===== src/rtl/amp_stat_pkg.sv =====
// Shared constants for the amplifier status word: width, bit positions,
// the set of bits that force shutdown, and the reset pattern.
package amp_stat_pkg;
    localparam int STAT_W        = 8;
    localparam int BIT_FAN       = 7;
    localparam int BIT_ONLINE    = 6;
    localparam int BIT_RESET     = 5;
    localparam int BIT_REV_SD    = 4;
    localparam int BIT_OVD_ALM   = 3;
    localparam int BIT_THERM_ALM = 2;
    localparam int BIT_OVD_SD    = 1;
    localparam int BIT_THERM_SD  = 0;

    // Bits whose event also forces the amplifier offline.
    localparam logic [STAT_W-1:0] SHUTDOWN_MASK =
        (STAT_W'(1) << BIT_REV_SD) | (STAT_W'(1) << BIT_OVD_SD) |
        (STAT_W'(1) << BIT_THERM_SD);

    // Status word value right after reset.
    localparam logic [STAT_W-1:0] RESET_PATTERN = STAT_W'(1) << BIT_RESET;
endpackage


===== src/rtl/sticky_flag.sv =====
// One latched condition flag, set by hardware and cleared by writing 1.
// Assumes: set_i and clr_i are synchronous single-cycle qualifiers.
// When both arrive in the same cycle, the set wins.
module sticky_flag #(
    parameter logic RST_VAL = 1'b0
) (
    input  logic clk,
    input  logic rst_n,
    input  logic set_i,
    input  logic clr_i,
    output logic q_o
);
    logic q;

    // Flag register: set has priority over clear, otherwise hold.
    always_ff @(posedge clk) begin
        if (!rst_n)      q <= RST_VAL;
        else if (set_i)  q <= 1'b1;
        else if (clr_i)  q <= 1'b0;
    end

    assign q_o = q;

    p_set_wins_r5: assert property (@(posedge clk) disable iff (!rst_n)
        set_i |=> q_o);
    p_w1c_clear_r4: assert property (@(posedge clk) disable iff (!rst_n)
        (clr_i && !set_i) |=> !q_o);
    p_sticky_hold_r3: assert property (@(posedge clk) disable iff (!rst_n)
        (!clr_i && !set_i) |=> $stable(q_o));
endmodule


===== src/rtl/online_latch.sv =====
// Online state of the amplifier.
// Assumes: sd_evt_i is the OR of all shutdown events in this cycle. A host
// write supplies the requested state in wr_val_i. Shutdown dominates, so
// a write of 1 coinciding with a shutdown is dropped.
module online_latch (
    input  logic clk,
    input  logic rst_n,
    input  logic sd_evt_i,
    input  logic wr_i,
    input  logic wr_val_i,
    output logic online_o
);
    logic online;

    // Online register: shutdown forces 0, else a host write loads its bit.
    always_ff @(posedge clk) begin
        if (!rst_n)         online <= 1'b0;
        else if (sd_evt_i)  online <= 1'b0;
        else if (wr_i)      online <= wr_val_i;
    end

    assign online_o = online;

    p_shutdown_off_r8: assert property (@(posedge clk) disable iff (!rst_n)
        sd_evt_i |=> !online_o);
    p_write_off_r7: assert property (@(posedge clk) disable iff (!rst_n)
        (wr_i && !wr_val_i) |=> !online_o);
    p_blocked_on_r9: assert property (@(posedge clk) disable iff (!rst_n)
        (sd_evt_i && wr_i && wr_val_i) |=> !online_o);
    p_online_hold_r11: assert property (@(posedge clk) disable iff (!rst_n)
        (!sd_evt_i && !wr_i) |=> $stable(online_o));
endmodule


===== src/rtl/amp_status_ctrl.sv =====
// Amplifier status and control register.
// Gathers the condition pulses into a vector and builds one flag cell per
// status bit, with the online latch at the online position. It exposes the
// registered word and the enable.
// Assumes: ctrl_wr and every event input are single-cycle synchronous pulses.
module amp_status_ctrl
    import amp_stat_pkg::*;
(
    input  logic              clk,
    input  logic              rst_n,
    input  logic              fan_fail_evt,
    input  logic              amp_reset_evt,
    input  logic              rev_pwr_sd_evt,
    input  logic              ovd_alarm_evt,
    input  logic              therm_alarm_evt,
    input  logic              ovd_sd_evt,
    input  logic              therm_sd_evt,
    input  logic              ctrl_wr,
    input  logic [STAT_W-1:0] ctrl_data,
    output logic [STAT_W-1:0] status_byte,
    output logic              amp_enable
);
    logic [STAT_W-1:0] evt_vec;
    logic [STAT_W-1:0] clr_vec;
    logic [STAT_W-1:0] stat_q;
    logic              sd_any;

    // Map named event pulses onto their status bit positions.
    always_comb begin
        evt_vec                = '0;
        evt_vec[BIT_FAN]       = fan_fail_evt;
        evt_vec[BIT_RESET]     = amp_reset_evt;
        evt_vec[BIT_REV_SD]    = rev_pwr_sd_evt;
        evt_vec[BIT_OVD_ALM]   = ovd_alarm_evt;
        evt_vec[BIT_THERM_ALM] = therm_alarm_evt;
        evt_vec[BIT_OVD_SD]    = ovd_sd_evt;
        evt_vec[BIT_THERM_SD]  = therm_sd_evt;
    end

    // Per-bit clear qualifier: a write strobe with a 1 in that position.
    assign clr_vec = ctrl_data & {STAT_W{ctrl_wr}};
    assign sd_any  = |(evt_vec & SHUTDOWN_MASK);

    for (genvar i = 0; i < STAT_W; i++) begin : g_bit
        if (i == BIT_ONLINE) begin : g_online
            online_latch u_online (
                .clk      (clk),
                .rst_n    (rst_n),
                .sd_evt_i (sd_any),
                .wr_i     (ctrl_wr),
                .wr_val_i (ctrl_data[i]),
                .online_o (stat_q[i])
            );
        end else begin : g_flag
            sticky_flag #(.RST_VAL(RESET_PATTERN[i])) u_flag (
                .clk   (clk),
                .rst_n (rst_n),
                .set_i (evt_vec[i]),
                .clr_i (clr_vec[i]),
                .q_o   (stat_q[i])
            );
        end
    end

    assign status_byte = stat_q;
    assign amp_enable  = stat_q[BIT_ONLINE];

    p_online_by_write_r6: assert property (@(posedge clk) disable iff (!rst_n)
        $rose(amp_enable) |-> $past(ctrl_wr && ctrl_data[BIT_ONLINE] && !sd_any));
    p_shutdown_flag_r2: assert property (@(posedge clk) disable iff (!rst_n)
        sd_any |=> (status_byte & SHUTDOWN_MASK) != '0);
endmodule


===== config.mk =====
export PLATFORM = sky130hd
export DESIGN_NAME = amp_status_ctrl
export DESIGN_NICKNAME = d
export VERILOG_FILES = /design/src/rtl/amp_stat_pkg.sv /design/src/rtl/sticky_flag.sv /design/src/rtl/online_latch.sv /design/src/rtl/amp_status_ctrl.sv
export SDC_FILE = /design/constraint.sdc
export NUM_CORES = 1
export LEC_CHECK = 0
export ABC_CLOCK_PERIOD_IN_PS = 1100
export BUFFER_PORTS_ARGS = -buffer_cell sky130_fd_sc_hd__buf_2
export CELL_PAD_IN_SITES_DETAIL_PLACEMENT = 1
export CELL_PAD_IN_SITES_GLOBAL_PLACEMENT = 2
export CORE_UTILIZATION = 20
export CTS_CLUSTER_DIAMETER = 30
export DETAILED_ROUTE_END_ITERATION = 10
export GPL_TIMING_DRIVEN = 0
export HOLD_SLACK_MARGIN = 0.12
export PLACE_DENSITY_LB_ADDON = 0.08
export SETUP_SLACK_MARGIN = 0.02
export SYNTH_ARGS = -nofsm -noshare
export SYNTH_HDL_FRONTEND = slang
export SYNTH_HIERARCHICAL = 1
export SYNTH_SLANG_ARGS = --single-unit

===== constraint.sdc =====
create_clock -name clk -period 1.1 [get_ports clk]
set_clock_uncertainty 0.15 [all_clocks]
set_input_delay 0.22 -clock clk [delete_from_list [all_inputs] [get_ports clk]]
set_output_delay 0.22 -clock clk [all_outputs]
set_load 0.01 [all_outputs]

After elaboration in Yosys (flattened, before gate mapping)
Index checks and enable logic that the tools add are counted.
- bits in registers: 8
- latch bits: 0
- bits in writable memories: 0
- bits in read-only memories: 0
- input port bits: 18
- output and inout bits: 9
- word-level logic and storage cells: 30
- memories: 0
- add/subtract/negate cells: 0
- multiply operators: 0
- divide/modulo/power cells: 0
- magnitude comparators: 0
- equality and inequality tests: 0
- shift-type cells: 0
- multiplexer cells: 12
- bitwise gates (word level): 2
- reduce and logical (&&, ||, !) cells: 8
- operators with widths (cell ; count):
    $mux 1 ; 12
    $reduce_bool 2->1 ; 6
    $and 8x8->8 ; 1
    $reduce_or 4->1 ; 1
    $reduce_or 2->1 ; 1
    $not 1->1 ; 1

Logic depth before layout (Yosys ltp)
- word-level depth: 3
- depth in mapped cells: 3
- mapped depth without buffers: 3

Cells and area by module
The synthesis kept the hierarchy.
- modules (own cells, without submodules) (module ; times used ; cells an instance ; area each (um^2) ; sequential area each (um^2)):
    sticky_flag (g_bit[0].g_flag.u_flag ...) ; 6 ; 3 ; 41.3 ; 20.0
    amp_status_ctrl ; 1 ; 9 ; 57.6 ; 0.0
    online_latch ; 1 ; 3 ; 42.5 ; 20.0
    sticky_flag (g_bit[5].g_flag.u_flag) ; 1 ; 3 ; 33.8 ; 20.0

Worst setup path before layout
No wires, ideal clock.
- path kind: input -> register
- start: input ovd_sd_evt
- end: register g_bit[6].g_online.u_online.online
- library setup time: 0.073 ns
- arrival: 0.746 ns
- required time: 0.877 ns
- path slack: 0.132 ns
- cell stages on the path: 2
- path buffers: 0
- path through: or3_1 -> nor3b_2
- longest elaborated chain between the ends: 1
- ends and longest elaborated chain (what ; line ; RTL):
    from (decl) ; amp_status_ctrl.sv:16 ; input logic ovd_sd_evt,
    $reduce_or 4->1 (no source line) ; - ;
    to (signal assigned) ; online_latch.sv:19 ; else if (wr_i) online <= wr_val_i;
    to (decl) ; online_latch.sv:13 ; logic online;
No other way between the ends.
A chain may end at the register's enable or synchronous reset.

Worst setup path in the final report
- start: register g_bit[6].g_online.u_online.online
- end: output status_byte[6]
- RTL lines (what ; line ; RTL):
    to (decl) ; amp_status_ctrl.sv:20 ; output logic [STAT_W-1:0] status_byte,
No word-level cell between the ends.

==> impl_summary.md <==
Routing
The number of vias per cell after detailed routing is 3.73. After the first detailed-routing iteration, the DRC count stood at 0. The number of detailed-route iterations in the first pass is 1. After detailed routing, the average wire length per cell comes to 10.1 µm. For this run, design rule violations remaining after detail routing come to 0.

The detailed-route via count is 354. Summed over all layers, the routed wires come to 957 µm. The detail route stage leaves a number of antenna-violating nets equal to 0.

CTS
The maximum count of clock buffers along a single path is 2. The clock reaches the later pin of the worst-skew pair after 0.25 ns. Clock tree synthesis selected as its root buffer the cell clkbuf_4. The clock tree from TritonCTS is done. The number of buffers created by CTS is 3. The clock sink total is 8. The clock-pin slew on the worst setup and hold paths is 0.06 ns.

In this run the number of H-tree levels came out at 1.

GRT
The largest net degree at the start of global routing is 9. The all-layer global routing usage is 10.4%. Global routing finished with a remaining overflow of 0.

The number of global-route vias before repair is 369. The global routing usage on met2 is 17.4%. The met1 usage is 12.2%. The wire length of the first global-routing pass is 1.50 mm. The global routing stage identified its most utilized layer as met2.

The number of antenna violations at the first check in global routing is 0. The met3 global-route usage is 5.95%.

STA
The number of failing hold endpoints at the final stage is 0. Based on the critical path, the design can be clocked at up to 864 MHz. The setup slack after layout is -0.0577 ns. The count of final max-slew check failures is 0. Setup repair after global routing could not meet its margin everywhere. The post-route minimum period is 1.16 ns. The final worst-path cycle share is 105%. The count of endpoints failing setup in the final report is 1.

The worst slew slack as a fraction of its limit is 88.7%. The worst-margin pin slew is 0.164 ns.

Critical path
The capturing point of the worst reg2reg path is g_bit[0].g_flag.u_flag/q_o. Along the worst path, the maximum fanout reaches 3. STA puts the critical path data arrival time at 0.79 ns. At the worst endpoint, the required time is 0.73 ns.

The worst setup path endpoint is status_byte[6]. The worst setup path is captured at an output pin. The worst setup path is launched from a register.

The critical path in this run is classified as reg2out. The count of cells along the worst register-to-register path is 2. The worst register-to-register path begins at g_bit[0].g_flag.u_flag/q_o.

Tracing the worst setup path back leads to its startpoint at g_bit[6].g_online.u_online/online_o. For flop-to-flop paths, the worst setup slack is 0.23 ns.

Synth
Sequential cells were found to cover 42.0% of the synthesized design area. After synthesis the netlist holds a flip-flop and latch count of 8. The unique cell type count in the Yosys netlist is 10. The number of synthesis warnings is 6. The share of Yosys cell area claimed by the top area cell type is 42.0%. The post-synthesis cell type with the largest combined area is dfxtp_1. Synthesis handed over a netlist of 33 instances.

The synthesized area divided by synthesized cell count is 11.6 µm². The cell area that synthesis handed to floorplanning was 382 µm². Counting every net in the synthesized netlist gives 51.

Sorting the synthesized cells by area gives the leading types as dfxtp_1 42%, nor2b_4 22%, o21a_1 12%, and2_1 11%, nor3b_2 3.3%.

Power
The power per unit of standard cell area is 1010 nW/µm². The worst-case IR drop observed on VDD is 0.497 mV. The post-layout total power is 0.000711 W. The leakage power is 0.333 nW.

Finish
The count of filler cells inserted in the layout is 214. The number of antenna diodes in the final layout is 0. In the final layout, the share of cells above drive strength 1 is 64.3%. At the end of the flow, the number of nets in the layout was 90.

The area of all placed cells without fillers is 706 µm². The signed area change from the synthesized netlist to the final layout is 84.9%.

Placed design
The total of buffers placed on input and output ports is 26. At the end of routability-driven placement, the weighted congestion stood at 0.560. Before CTS, the worst setup slack after placement is -0.00768 ns. The standard cell area after detailed placement is 543 µm².

Run status
The checks that failed: setup timing. The run finished, with violations left.

Hold path
The min-delay analysis places its worst path in the category in2reg. The worst hold path stage count is 2.

Floorplanning
The number of top-level pins is 27. The die covers 2090 µm². The number of rows created at floorplan is 15.

The die width is 45.7 µm. The area inside the core boundary is 1760 µm². The starting utilization of the core area is 21.6%.

The die outline height is 45.7 µm.

Job
The count of maximum capacitance violations is 0.
-- cell families (layout without fill, tap and decap cells) --
logic type	after synthesis	after routing	share of synthesized area [%]
buf+inv	1	38	1.97
mux	1	1	2.62
compound gates	6	6	11.8
simple gates	17	17	41.6
flops	8	8	42.0
-- synth_stat cells, drive strengths merged --
library cell	instances
and2	7
buf	1
dfxtp	8
mux2i	1
nand2b	1
nand3b	1
nor2b	6
nor3b	1
o21a	6
or3	1
-- cells in the final DEF (no fill, tap or decap), drive strengths merged --
cell and instances:
mux2i 1, o21a 6, nand2b 1, or3 1, clkbuf 3, buf 27, dfxtp 8, and2 7
nor3b 1, dlymetal6s4s 1, nor2b 6, nand3b 1, dlygate4sd3 7
-- where the power goes --
part           leakage [nW]  switching, W  total, W  internal (W)
clock network        0.0138      0.000101  0.000226      0.000125
logic                 0.252     0.0000525  0.000162      0.000110
registers            0.0678     0.0000113  0.000322      0.000311
total                 0.333      0.000165  0.000711      0.000546
-- worst max-delay path: stages, from the launching register on --
cell and delay [ns]:
dfxtp_2 0.33, buf_6 0.11, buf_6 0.11
-- metrics by stage --
step | hold slack, ns | std cells | utilization [%] | TNS, ns
finish | 0.0393 | 95 | 40.0 | -0.0577
global route | 0.0357 | 95 | 40.0 | -0.104
CTS | 0.0331 | 94 | 37.4 | -0.0701
detailed placement | 0.260 | 84 | 30.8 | -0.00768
global placement | 0.263 | 84 | 30.8 | -0.00955
floorplan | 0.153 | 33 | - | 0
-- state kept, by name (all words and copies together), names as in the netlist --
signal,count
g_bit.g_flag.u_flag/q_o,7
g_bit.g_online.u_online/online_o,1
-- per-layer routing --
metal	share of wire (%)	wire, µm
met5	0	0
met1	41	393
met2	50	480
met4	0	0
met3	8.6	82
-- layout make-up --
| class | count | area [µm²] | share of cell area [%] |
|---|---|---|---|
| tap | 25 | 31.3 | 4.43 |
| multi-input combinational | 24 | 214 | 30.3 |
| buffer | 1 | 11.3 | 1.60 |
| clock buffer | 3 | 22.5 | 3.19 |
| sequential | 8 | 170 | 24.1 |
| timing repair buffer | 34 | 256 | 36.3 |
-- worst min-delay path by stage --
| stage | start | to | slack, ns |
|---|---|---|---|
| detailed placement | amp_reset_evt | g_bit[5].g_flag.u_flag/q_o | 0.26 |
| finish | rev_pwr_sd_evt | g_bit[4].g_flag.u_flag/q_o | 0.04 |
| global placement | amp_reset_evt | g_bit[5].g_flag.u_flag/q_o | 0.26 |
| floorplan | rst_n | g_bit[5].g_flag.u_flag/q_o | 0.15 |
| CTS | therm_sd_evt | g_bit[0].g_flag.u_flag/q_o | 0.03 |
| global route | rev_pwr_sd_evt | g_bit[4].g_flag.u_flag/q_o | 0.04 |
-- timing repair --
action | 4_1_cts | 5_1_grt
hold buffers | 7 | 1
gates resized for setup | 9 | 8
endpoints found under the hold margin | 8 | 4
endpoints found under the setup margin | 7 | 12
buffers inserted | 0 | 0
pin swaps | 0 | 0
(Power assumes the default switching activity.)
